<file path="config.mk">
export PLATFORM = sky130hd
export DESIGN_NAME = acc8_core
export DESIGN_NICKNAME = d
export VERILOG_FILES = /design/src/rtl/acc8_pkg.sv /design/src/rtl/acc8_alu.sv /design/src/rtl/acc8_regs.sv /design/src/rtl/acc8_core.sv
export SDC_FILE = /design/constraint.sdc
export NUM_CORES = 1
export LEC_CHECK = 0
export ABC_AREA = 1
export ABC_CLOCK_PERIOD_IN_PS = 16740
export BUFFER_PORTS_ARGS = -buffer_cell sky130_fd_sc_hd__buf_4
export CAP_MARGIN = 10
export CORE_MARGIN = 4
export CORE_UTILIZATION = 55
export CTS_CLUSTER_SIZE = 24
export DETAILED_ROUTE_END_ITERATION = 10
export PLACE_DENSITY = 0.72
export SLEW_MARGIN = 40
export SYNTH_ARGS = -nofsm -noshare
export SYNTH_HDL_FRONTEND = slang
export SYNTH_SLANG_ARGS = --single-unit
export TNS_END_PERCENT = 30
</file>
<file path="constraint.sdc">
create_clock -name clk -period 16.74 [get_ports clk]
set_input_delay 0.837 -clock clk [delete_from_list [all_inputs] [get_ports clk]]
set_output_delay 0.837 -clock clk [all_outputs]
set_load 0.02 [all_outputs]
</file>
<file path="src/rtl/acc8_pkg.sv">
package acc8_pkg;

    localparam int BYTE_W = 8;
    localparam int WORD_W = 16;
    localparam int NREGS  = 4;

    typedef enum logic [3:0] {
        OP_ADD   = 4'h0,
        OP_SUB   = 4'h1,
        OP_AND   = 4'h2,
        OP_OR    = 4'h3,
        OP_XOR   = 4'h4,
        OP_SHL   = 4'h5,
        OP_SHR   = 4'h6,
        OP_MUL   = 4'h7,
        OP_DIV   = 4'h8,
        OP_CMP   = 4'h9,
        OP_LOAD  = 4'hA,
        OP_STORE = 4'hB,
        OP_JMP   = 4'hC,
        OP_JCC   = 4'hD,
        OP_CALL  = 4'hE,
        OP_HALT  = 4'hF
    } op_e;

    typedef enum logic [2:0] {
        PH_FETCH,
        PH_EXEC,
        PH_DATA,
        PH_PUSH_HI,
        PH_PUSH_LO,
        PH_STOP
    } phase_e;

    typedef struct packed {
        logic z;
        logic n;
        logic c;
        logic v;
    } flags_t;

endpackage

</file>
<file path="src/rtl/acc8_alu.sv">
module acc8_alu
    import acc8_pkg::*;
#(
    parameter int DW = 8
) (
    input  op_e           op,
    input  logic [DW-1:0] a,
    input  logic [DW-1:0] b,
    input  flags_t        fl_in,
    output logic [DW-1:0] res,
    output flags_t        fl_out
);

    logic [DW:0]   sum;
    logic [DW:0]   dif;
    logic [DW-1:0] prod;

    always_comb begin
        sum    = {1'b0, a} + {1'b0, b};
        dif    = {1'b0, a} + {1'b0, ~b} + (DW+1)'(1);
        prod   = a * b;
        res    = a;
        fl_out = fl_in;
        case (op)
            OP_ADD: begin
                res      = sum[DW-1:0];
                fl_out.c = sum[DW];
                fl_out.v = (a[DW-1] ^ sum[DW-1]) & (b[DW-1] ^ sum[DW-1]);
            end
            OP_SUB, OP_CMP: begin
                res      = dif[DW-1:0];
                fl_out.c = dif[DW];
                fl_out.v = (a[DW-1] ^ b[DW-1]) & (a[DW-1] ^ dif[DW-1]);
            end
            OP_MUL: begin
                res      = prod;
                fl_out.c = 1'b0;
                fl_out.v = 1'b0;
            end
            OP_AND: res = a & b;
            OP_OR:  res = a | b;
            OP_XOR: res = a ^ b;
            OP_SHL: res = {a[DW-2:0], 1'b0};
            OP_SHR: res = {1'b0, a[DW-1:1]};
            OP_DIV: res = (b == '0) ? '1 : a / b;
            default: ;
        endcase
        if (op == OP_ADD || op == OP_SUB || op == OP_CMP || op == OP_MUL) begin
            fl_out.z = (res == '0);
            fl_out.n = res[DW-1];
        end
    end

endmodule

</file>
<file path="src/rtl/acc8_regs.sv">
module acc8_regs #(
    parameter int NREG = 4,
    parameter int DW   = 8
) (
    input  logic                    clk,
    input  logic                    rst_n,
    input  logic                    we,
    input  logic [$clog2(NREG)-1:0] waddr,
    input  logic [DW-1:0]           wdata,
    input  logic [$clog2(NREG)-1:0] raddr_a,
    input  logic [$clog2(NREG)-1:0] raddr_b,
    output logic [DW-1:0]           rdata_a,
    output logic [DW-1:0]           rdata_b
);

    localparam int AB = $clog2(NREG);

    logic [NREG-1:0][DW-1:0] bank;

    for (genvar g = 0; g < NREG; g++) begin : g_reg
        logic [DW-1:0] val_q;
        always_ff @(posedge clk or negedge rst_n) begin
            if (!rst_n)
                val_q <= '0;
            else if (we && waddr == AB'(g))
                val_q <= wdata;
        end
        assign bank[g] = val_q;
    end

    assign rdata_a = bank[raddr_a];
    assign rdata_b = bank[raddr_b];

endmodule

</file>
<file path="src/rtl/acc8_core.sv">
module acc8_core
    import acc8_pkg::*;
#(
    parameter int AW = 10
) (
    input  logic          clk,
    input  logic          rst_n,
    output logic          mem_req,
    output logic          mem_we,
    output logic [AW-1:0] mem_addr,
    output logic [7:0]    mem_wdata,
    input  logic [7:0]    mem_rdata,
    input  logic          mem_ready,
    output logic          halted
);

    localparam int RAB = $clog2(NREGS);

    typedef struct packed {
        phase_e              phase;
        logic [1:0]          cnt;
        logic [AW-1:0]       pc;
        logic [AW-1:0]       sp;
        logic [WORD_W-1:0]   ir;
        logic [WORD_W-1:0]   aw;
        flags_t              fl;
    } core_t;

    core_t st_q, st_d;

    op_e             op;
    logic [RAB-1:0]  rd_idx, rs_idx;
    logic [BYTE_W-1:0] rd_val, rs_val, alu_res, rf_wdata;
    flags_t          alu_fl;
    logic            rf_we;
    logic            has_addr, jcc_sel, jcc_taken;
    logic [AW-1:0]   tgt, pc2, pc4;
    logic [WORD_W-1:0] ret_word;

    assign op       = op_e'(st_q.ir[15:12]);
    assign rd_idx   = st_q.ir[11:10];
    assign rs_idx   = st_q.ir[9:8];
    assign has_addr = (st_q.ir[15:12] >= 4'hA) && (st_q.ir[15:12] <= 4'hE);
    assign tgt      = st_q.aw[AW-1:0];
    assign pc2      = st_q.pc + AW'(2);
    assign pc4      = st_q.pc + AW'(4);
    assign halted   = (st_q.phase == PH_STOP);

    always_comb begin
        ret_word         = '0;
        ret_word[AW-1:0] = pc4;
    end

    always_comb begin
        case (st_q.ir[2:1])
            2'd0:    jcc_sel = st_q.fl.z;
            2'd1:    jcc_sel = st_q.fl.c;
            2'd2:    jcc_sel = st_q.fl.n;
            default: jcc_sel = st_q.fl.v;
        endcase
        jcc_taken = jcc_sel ^ st_q.ir[0];
    end

    logic unused_bits;
    assign unused_bits = ^{st_q.aw, st_q.ir};

    acc8_regs #(.NREG(NREGS), .DW(BYTE_W)) i_regs (
        .clk     (clk),
        .rst_n   (rst_n),
        .we      (rf_we),
        .waddr   (rd_idx),
        .wdata   (rf_wdata),
        .raddr_a (rd_idx),
        .raddr_b (rs_idx),
        .rdata_a (rd_val),
        .rdata_b (rs_val)
    );

    acc8_alu #(.DW(BYTE_W)) i_alu (
        .op     (op),
        .a      (rd_val),
        .b      (rs_val),
        .fl_in  (st_q.fl),
        .res    (alu_res),
        .fl_out (alu_fl)
    );

    assign rf_wdata = (st_q.phase == PH_DATA) ? mem_rdata : alu_res;

    always_comb begin
        st_d      = st_q;
        rf_we     = 1'b0;
        mem_req   = 1'b0;
        mem_we    = 1'b0;
        mem_addr  = st_q.pc + AW'(st_q.cnt);
        mem_wdata = rs_val;
        case (st_q.phase)
            PH_FETCH: begin
                mem_req = 1'b1;
                if (mem_ready) begin
                    case (st_q.cnt)
                        2'd0: begin
                            st_d.ir[15:8] = mem_rdata;
                            st_d.cnt      = 2'd1;
                        end
                        2'd1: begin
                            st_d.ir[7:0] = mem_rdata;
                            if (has_addr) begin
                                st_d.cnt = 2'd2;
                            end else begin
                                st_d.cnt   = 2'd0;
                                st_d.phase = PH_EXEC;
                            end
                        end
                        2'd2: begin
                            st_d.aw[15:8] = mem_rdata;
                            st_d.cnt      = 2'd3;
                        end
                        default: begin
                            st_d.aw[7:0] = mem_rdata;
                            st_d.cnt     = 2'd0;
                            st_d.phase   = PH_EXEC;
                        end
                    endcase
                end
            end
            PH_EXEC: begin
                st_d.phase = PH_FETCH;
                case (op)
                    OP_ADD, OP_SUB, OP_MUL: begin
                        rf_we   = 1'b1;
                        st_d.fl = alu_fl;
                        st_d.pc = pc2;
                    end
                    OP_AND, OP_OR, OP_XOR, OP_SHL, OP_SHR, OP_DIV: begin
                        rf_we   = 1'b1;
                        st_d.pc = pc2;
                    end
                    OP_CMP: begin
                        st_d.fl = alu_fl;
                        st_d.pc = pc2;
                    end
                    OP_LOAD, OP_STORE: st_d.phase = PH_DATA;
                    OP_JMP:  st_d.pc = tgt;
                    OP_JCC:  st_d.pc = jcc_taken ? tgt : pc4;
                    OP_CALL: begin
                        st_d.sp    = st_q.sp - AW'(1);
                        st_d.phase = PH_PUSH_HI;
                    end
                    default: st_d.phase = PH_STOP;
                endcase
            end
            PH_DATA: begin
                mem_req  = 1'b1;
                mem_addr = tgt;
                mem_we   = (op == OP_STORE);
                if (mem_ready) begin
                    rf_we      = (op == OP_LOAD);
                    st_d.pc    = pc4;
                    st_d.phase = PH_FETCH;
                end
            end
            PH_PUSH_HI: begin
                mem_req   = 1'b1;
                mem_we    = 1'b1;
                mem_addr  = st_q.sp;
                mem_wdata = ret_word[15:8];
                if (mem_ready) begin
                    st_d.sp    = st_q.sp - AW'(1);
                    st_d.phase = PH_PUSH_LO;
                end
            end
            PH_PUSH_LO: begin
                mem_req   = 1'b1;
                mem_we    = 1'b1;
                mem_addr  = st_q.sp;
                mem_wdata = ret_word[7:0];
                if (mem_ready) begin
                    st_d.pc    = tgt;
                    st_d.phase = PH_FETCH;
                end
            end
            default: ;
        endcase
    end

    always_ff @(posedge clk or negedge rst_n) begin
        if (!rst_n) begin
            st_q.phase <= PH_FETCH;
            st_q.cnt   <= '0;
            st_q.pc    <= '0;
            st_q.sp    <= '1;
            st_q.ir    <= '0;
            st_q.aw    <= '0;
            st_q.fl    <= '0;
        end else begin
            st_q <= st_d;
        end
    end

    logic [AW-1:0] sp_q;
    assign sp_q = st_q.sp;

    // an unaccepted request is held unchanged
    a_r13_hold: assert property (@(posedge clk) disable iff (!rst_n)
        (mem_req && !mem_ready) |=> (mem_req && $stable(mem_addr) && $stable(mem_we)));

    // a write is always part of a request
    a_r13_we_in_req: assert property (@(posedge clk) disable iff (!rst_n)
        mem_we |-> mem_req);

    // halt is sticky
    a_r12_stay_halted: assert property (@(posedge clk) disable iff (!rst_n)
        halted |=> halted);

    // no bus activity once halted
    a_r12_bus_quiet: assert property (@(posedge clk) disable iff (!rst_n)
        halted |-> !mem_req);

    // the stack pointer only ever moves down by one
    a_r11_sp_step: assert property (@(posedge clk) disable iff (!rst_n)
        (sp_q != $past(sp_q)) |-> (sp_q == AW'($past(sp_q) - AW'(1))));

endmodule

</file>
==> results.md <==
Critical path:
- The most frequent cell on the critical path is nand2_1.
- Of all nets on the critical path, the largest fanout is 21.
- Counting both buffers and inverters, the worst setup path holds a total of 8.
- The number of cells on the worst reg-to-reg path is 68.
- The worst endpoint data arrival time is 12,020 ps.
- The critical path endpoint category is a flop.
- The nature of the critical path startpoint is a flop.
- On the critical path, the stage with the largest delay is an instance of dfrtp_1.
- The worst path required time is approximately 17,000 ps.
- The critical path's largest stage delay is between 600 and 700 ps.
- The critical path start-end classification is reg2reg.
- The kind of cell with the highest combined delay on the critical path is simple AND/OR/NAND/NOR gates.
- The cell depth of the worst setup path is 68.

STA:
- The worst-margin pin slew is 813 ps.
- Across all setup checks in the final design, the least slack found is between 4000 and 5000 ps.
- The final hold violation count was 0.
- The top achievable clock speed is roughly 85 MHz.
- The portion of the clock cycle consumed by the worst path in the final layout is 70.3%.
- The worst clock skew is 6.09 ps.
- The routed design could run at a clock period as short as about 12,000 ps.
- Setup repair after global routing left no endpoint under its margin.
- The relative max-transition margin is approximately 46%.
- In the final timing run, aggregate negative setup slack is 0 ps.
- The number of slew-limit violations in the final report is 0.
- The total of endpoints with negative setup slack in the final report is 0.

Layout:
- Leaving out fill and tap cells, the most frequent cells in the layout are nand2_1, inv_1, nor2_1.
- The net count of the finished layout is approximately 1,500.
- The repair_antennas step left the layout with diodes totalling 0.
- The leading cell type in the layout, fill and taps excluded is nand2_1.
- The filler-free cell count of the finished design is ~1,600.
- At the end of the flow the core is filled with cells to 60.3%.
- Of the cells placed in the final design, the portion with a size suffix greater than 1 is 12.2%.
- Relative to the synthesized area, the layout overhead comes to 7.25%.

Pwr:
- The sequential fraction of design power is between 40 and 50%.
- The ratio of total power to cell area is between 40 and 50 nW/um^2.
- The net load switching power is between 0.09 and 0.1 mW.
- The clock network accounts for roughly half of the total power.
- In this run the static leakage power is about 5.1 nW.
- The switching share of power is a little under a quarter.
- The worst voltage drop across the vdd grid is approximately 50 uV.
- The design draws 0.412 mW.
- Combinational logic burns under 10% of the power.
- The internal power component is 0.318 mW.

Route:
- The count of nets left with antenna violations once routing finished came out at 0.
- In the detailed route, the total length drawn on met3 is roughly 2.6 mm.
- For this run, the detailed router's first-pass iteration total came to 5.
- The post-detailed-routing wire length is approximately 29 mm.
- For this block, wires on met1 add up to about 12 mm.
- The amount of wire on met2 after detailed routing is roughly 13 mm.
- The via total after detailed routing is 9,420.
- The uppermost metal layer occupied by signal nets is met4.
- The final routed wire length divided by cell count is about 18 um.
- The via density per instance is 5.80.
- The starting DRC count in detailed routing is 850.
- In the routed design, unresolved DRC markers number 0.

Place:
- Input and output buffers added on the ports amount to 31.
- The worst setup slack after placement is 5120 ps.
- The congestion estimate from routability-driven global placement came to between 0.9 and 1.
- After detailed placement, the design holds a cell count of ~1,600.
- The HPWL after detailed placement is around 22 mm.

Status:
- The run finished with clean final reports.

Die:
- The floorplan step defined a die boundary enclosing 19,100 um^2.
- After floorplanning, the core was sized to cover approximately 17,000 um^2.
- The initial cell density of the core is ~56%.
- The die span in y is between 100 and 150 um.
- Pin placement for this block handled 32 I/O pins.
- The horizontal die dimension is around 140 um.
- Row generation in the floorplan step produced 47 rows.

GRT:
- The first-pass GRT wire length is between 40 and 50 mm.
- The total congestion overflow after global routing is 0.
- The number of global-route vias before repair is just under 9,000.
- In the global route stage, overall resource usage came out at between 20% and 30%.
- Entering global routing, the biggest net connects 70 pins.
- The number of antenna violations at the first check in global routing came to 0.

Synth:
- Ranked by total cell area, the synthesized netlist is headed by dfrtp_1, nand2_1, ha_1, inv_1, o21ai_0.
- The xor-xnor portion of the synthesized cell area is 3.48%.
- The combinational family with the most area after synthesis is simple AND/OR/NAND/NOR gates.
- The area fraction in compound gates after synthesis is between 10 and 15%.
- The synthesized netlist net count is between 1,000 and 1,500.
- The synthesized netlist devotes 35.6% of its cell area to simple gates.
- The count of flip-flops with a built-in enable after synthesis is 0.
- The share of synthesized area occupied by flip-flops and latches is between 20% and 30%.
- The average size of a mapped cell is around 6.8 um^2.
- In this run the biggest area consumer among cell types represents approximately a fifth of the synthesized area.
- Yosys printed 0 warnings.
- Synthesis inferred around 80 register bits.
- The biggest area contributor in the post-synthesis netlist is dfrtp_1.
- Synthesis produced roughly 1,400 cells.
- After synthesis, the netlist uses between 50 and 60 different library cells.
- The proportion of synthesized area in mux cells is less than 1%.
- The synthesized netlist occupies a cell area of 9320 um^2.
- The arithmetic-cell share of the synthesized area counting full adders, half adders and majority gates is between 10% and 20%.
- The dominant synthesized flop cell is dfrtp_1.
- Counting flops with an async set or reset pin after synthesis yields a share of 100%.

Clock tree:
- The clock latency at the later pin of the worst-skew pair is between 300 and 400 ps.
- The count of hold buffers inserted by post-cts repair is 0.
- The total CTS buffers is 9.
- The number of gates resized after CTS is 0.
- The level count of the clock H-tree is 3.
- The number of setup buffers added after CTS is 0.
- After clock tree synthesis, the clock-pin slew on the worst setup and hold paths is ~60 ps.
- In this run the deepest clock path goes through 2 buffers.
- The TritonCTS sink count is 82.
- TritonCTS built the clock tree.
- The master cell of the clock root buffer is clkbuf_16.

Job:
- The number of max-cap violations is 0.

Worst hold path:
- The min-delay analysis places its worst path in the category in2async.
## flip-flops by register name, indices dropped and copies added (netlist names)
name	flops
rs_idx	2
st_q	32
i_regs.g.val_q	32
op	4
sp_q	10
rd_idx	2
## per-layer routing
layer | global-route usage (%) | up-vias
met4 | 9.98 | 0
li1 | - | 4566
met2 | 47.1 | 419
met5 | 0 | -
met3 | 5.66 | 64
met1 | 41.1 | 4371
## final timing paths
check,startpoint,to,slack (ps)
worst min-delay path,rst_n,st_q[53],340
worst min register to register,st_q[3],st_q[3],490
worst max register to register,rd_idx[0],i_regs.g_reg[0].val_q[0],4980
max in group asynchronous,rst_n,i_regs.g_reg[1].val_q[2],15520
min in group clk,st_q[3],st_q[3],490
worst max-delay path,rd_idx[0],i_regs.g_reg[0].val_q[0],4980
## worst reg2reg max path: cells and delay by family, from the launching register on
| kind | cells | cell delay (ps) |
|---|---|---|
| flip-flops | 1 | 660 |
| buffers and inverters | 8 | 1090 |
| AND/OR/NAND/NOR | 31 | 3920 |
| AO/OA/AOI/OAI | 21 | 3470 |
| adder cells (fa/ha/maj) | 8 | 2490 |
## Yosys cell counts, types with 11 or more instances
library cell	instances
a21oi_1	51
xnor2_1	11
nand2_2	34
nand2_1	410
nor3_1	13
o221ai_1	11
inv_1	171
o21ai_0	90
fa_1	15
nand3_1	79
dfrtp_1	72
o21ai_1	14
nand3_2	13
ha_1	84
nand4_1	16
clkbuf_1	11
xor2_1	26
o22ai_1	15
nor2_1	99
## power groups by stage
stage          Combinational (mW)  Sequential (mW)  Clock, mW
2_1_floorplan             0.00288            0.203          0
5_1_grt                    0.0134            0.199      0.212
4_1_cts                    0.0121            0.199      0.202
6_report                   0.0120            0.199      0.201
3_5_place_dp               0.0121            0.203          0
3_3_place_gp               0.0119            0.203          0
## stage by stage
stage | cell area, um^2 | hold WS (ps)
after floorplan | 9320 | 449
after global placement | 9690 | 469
after detailed placement | 9690 | 476
after CTS | 9990 | 338
after global routing | 9990 | 336
final | 9990 | 339
## cell type report
type	count	area (um^2)
clock buffers	10	229
clock inverters	6	65.1
fillers	1643	6590
inverters	180	678
multi-input cells	1090	6400
flip-flops and latches	82	2060
well taps	220	275
repair buffers	37	282
## logic make-up after synthesis
logic type               count (synthesis)
AO/OA/AOI/OAI                          234
AND/OR/NAND/NOR                        719
adder cells (fa/ha/maj)                 99
flip-flops                              82
buffers and inverters                  207
multiplexers                             1
XOR/XNOR                                37
(Power assumes the default switching activity.)
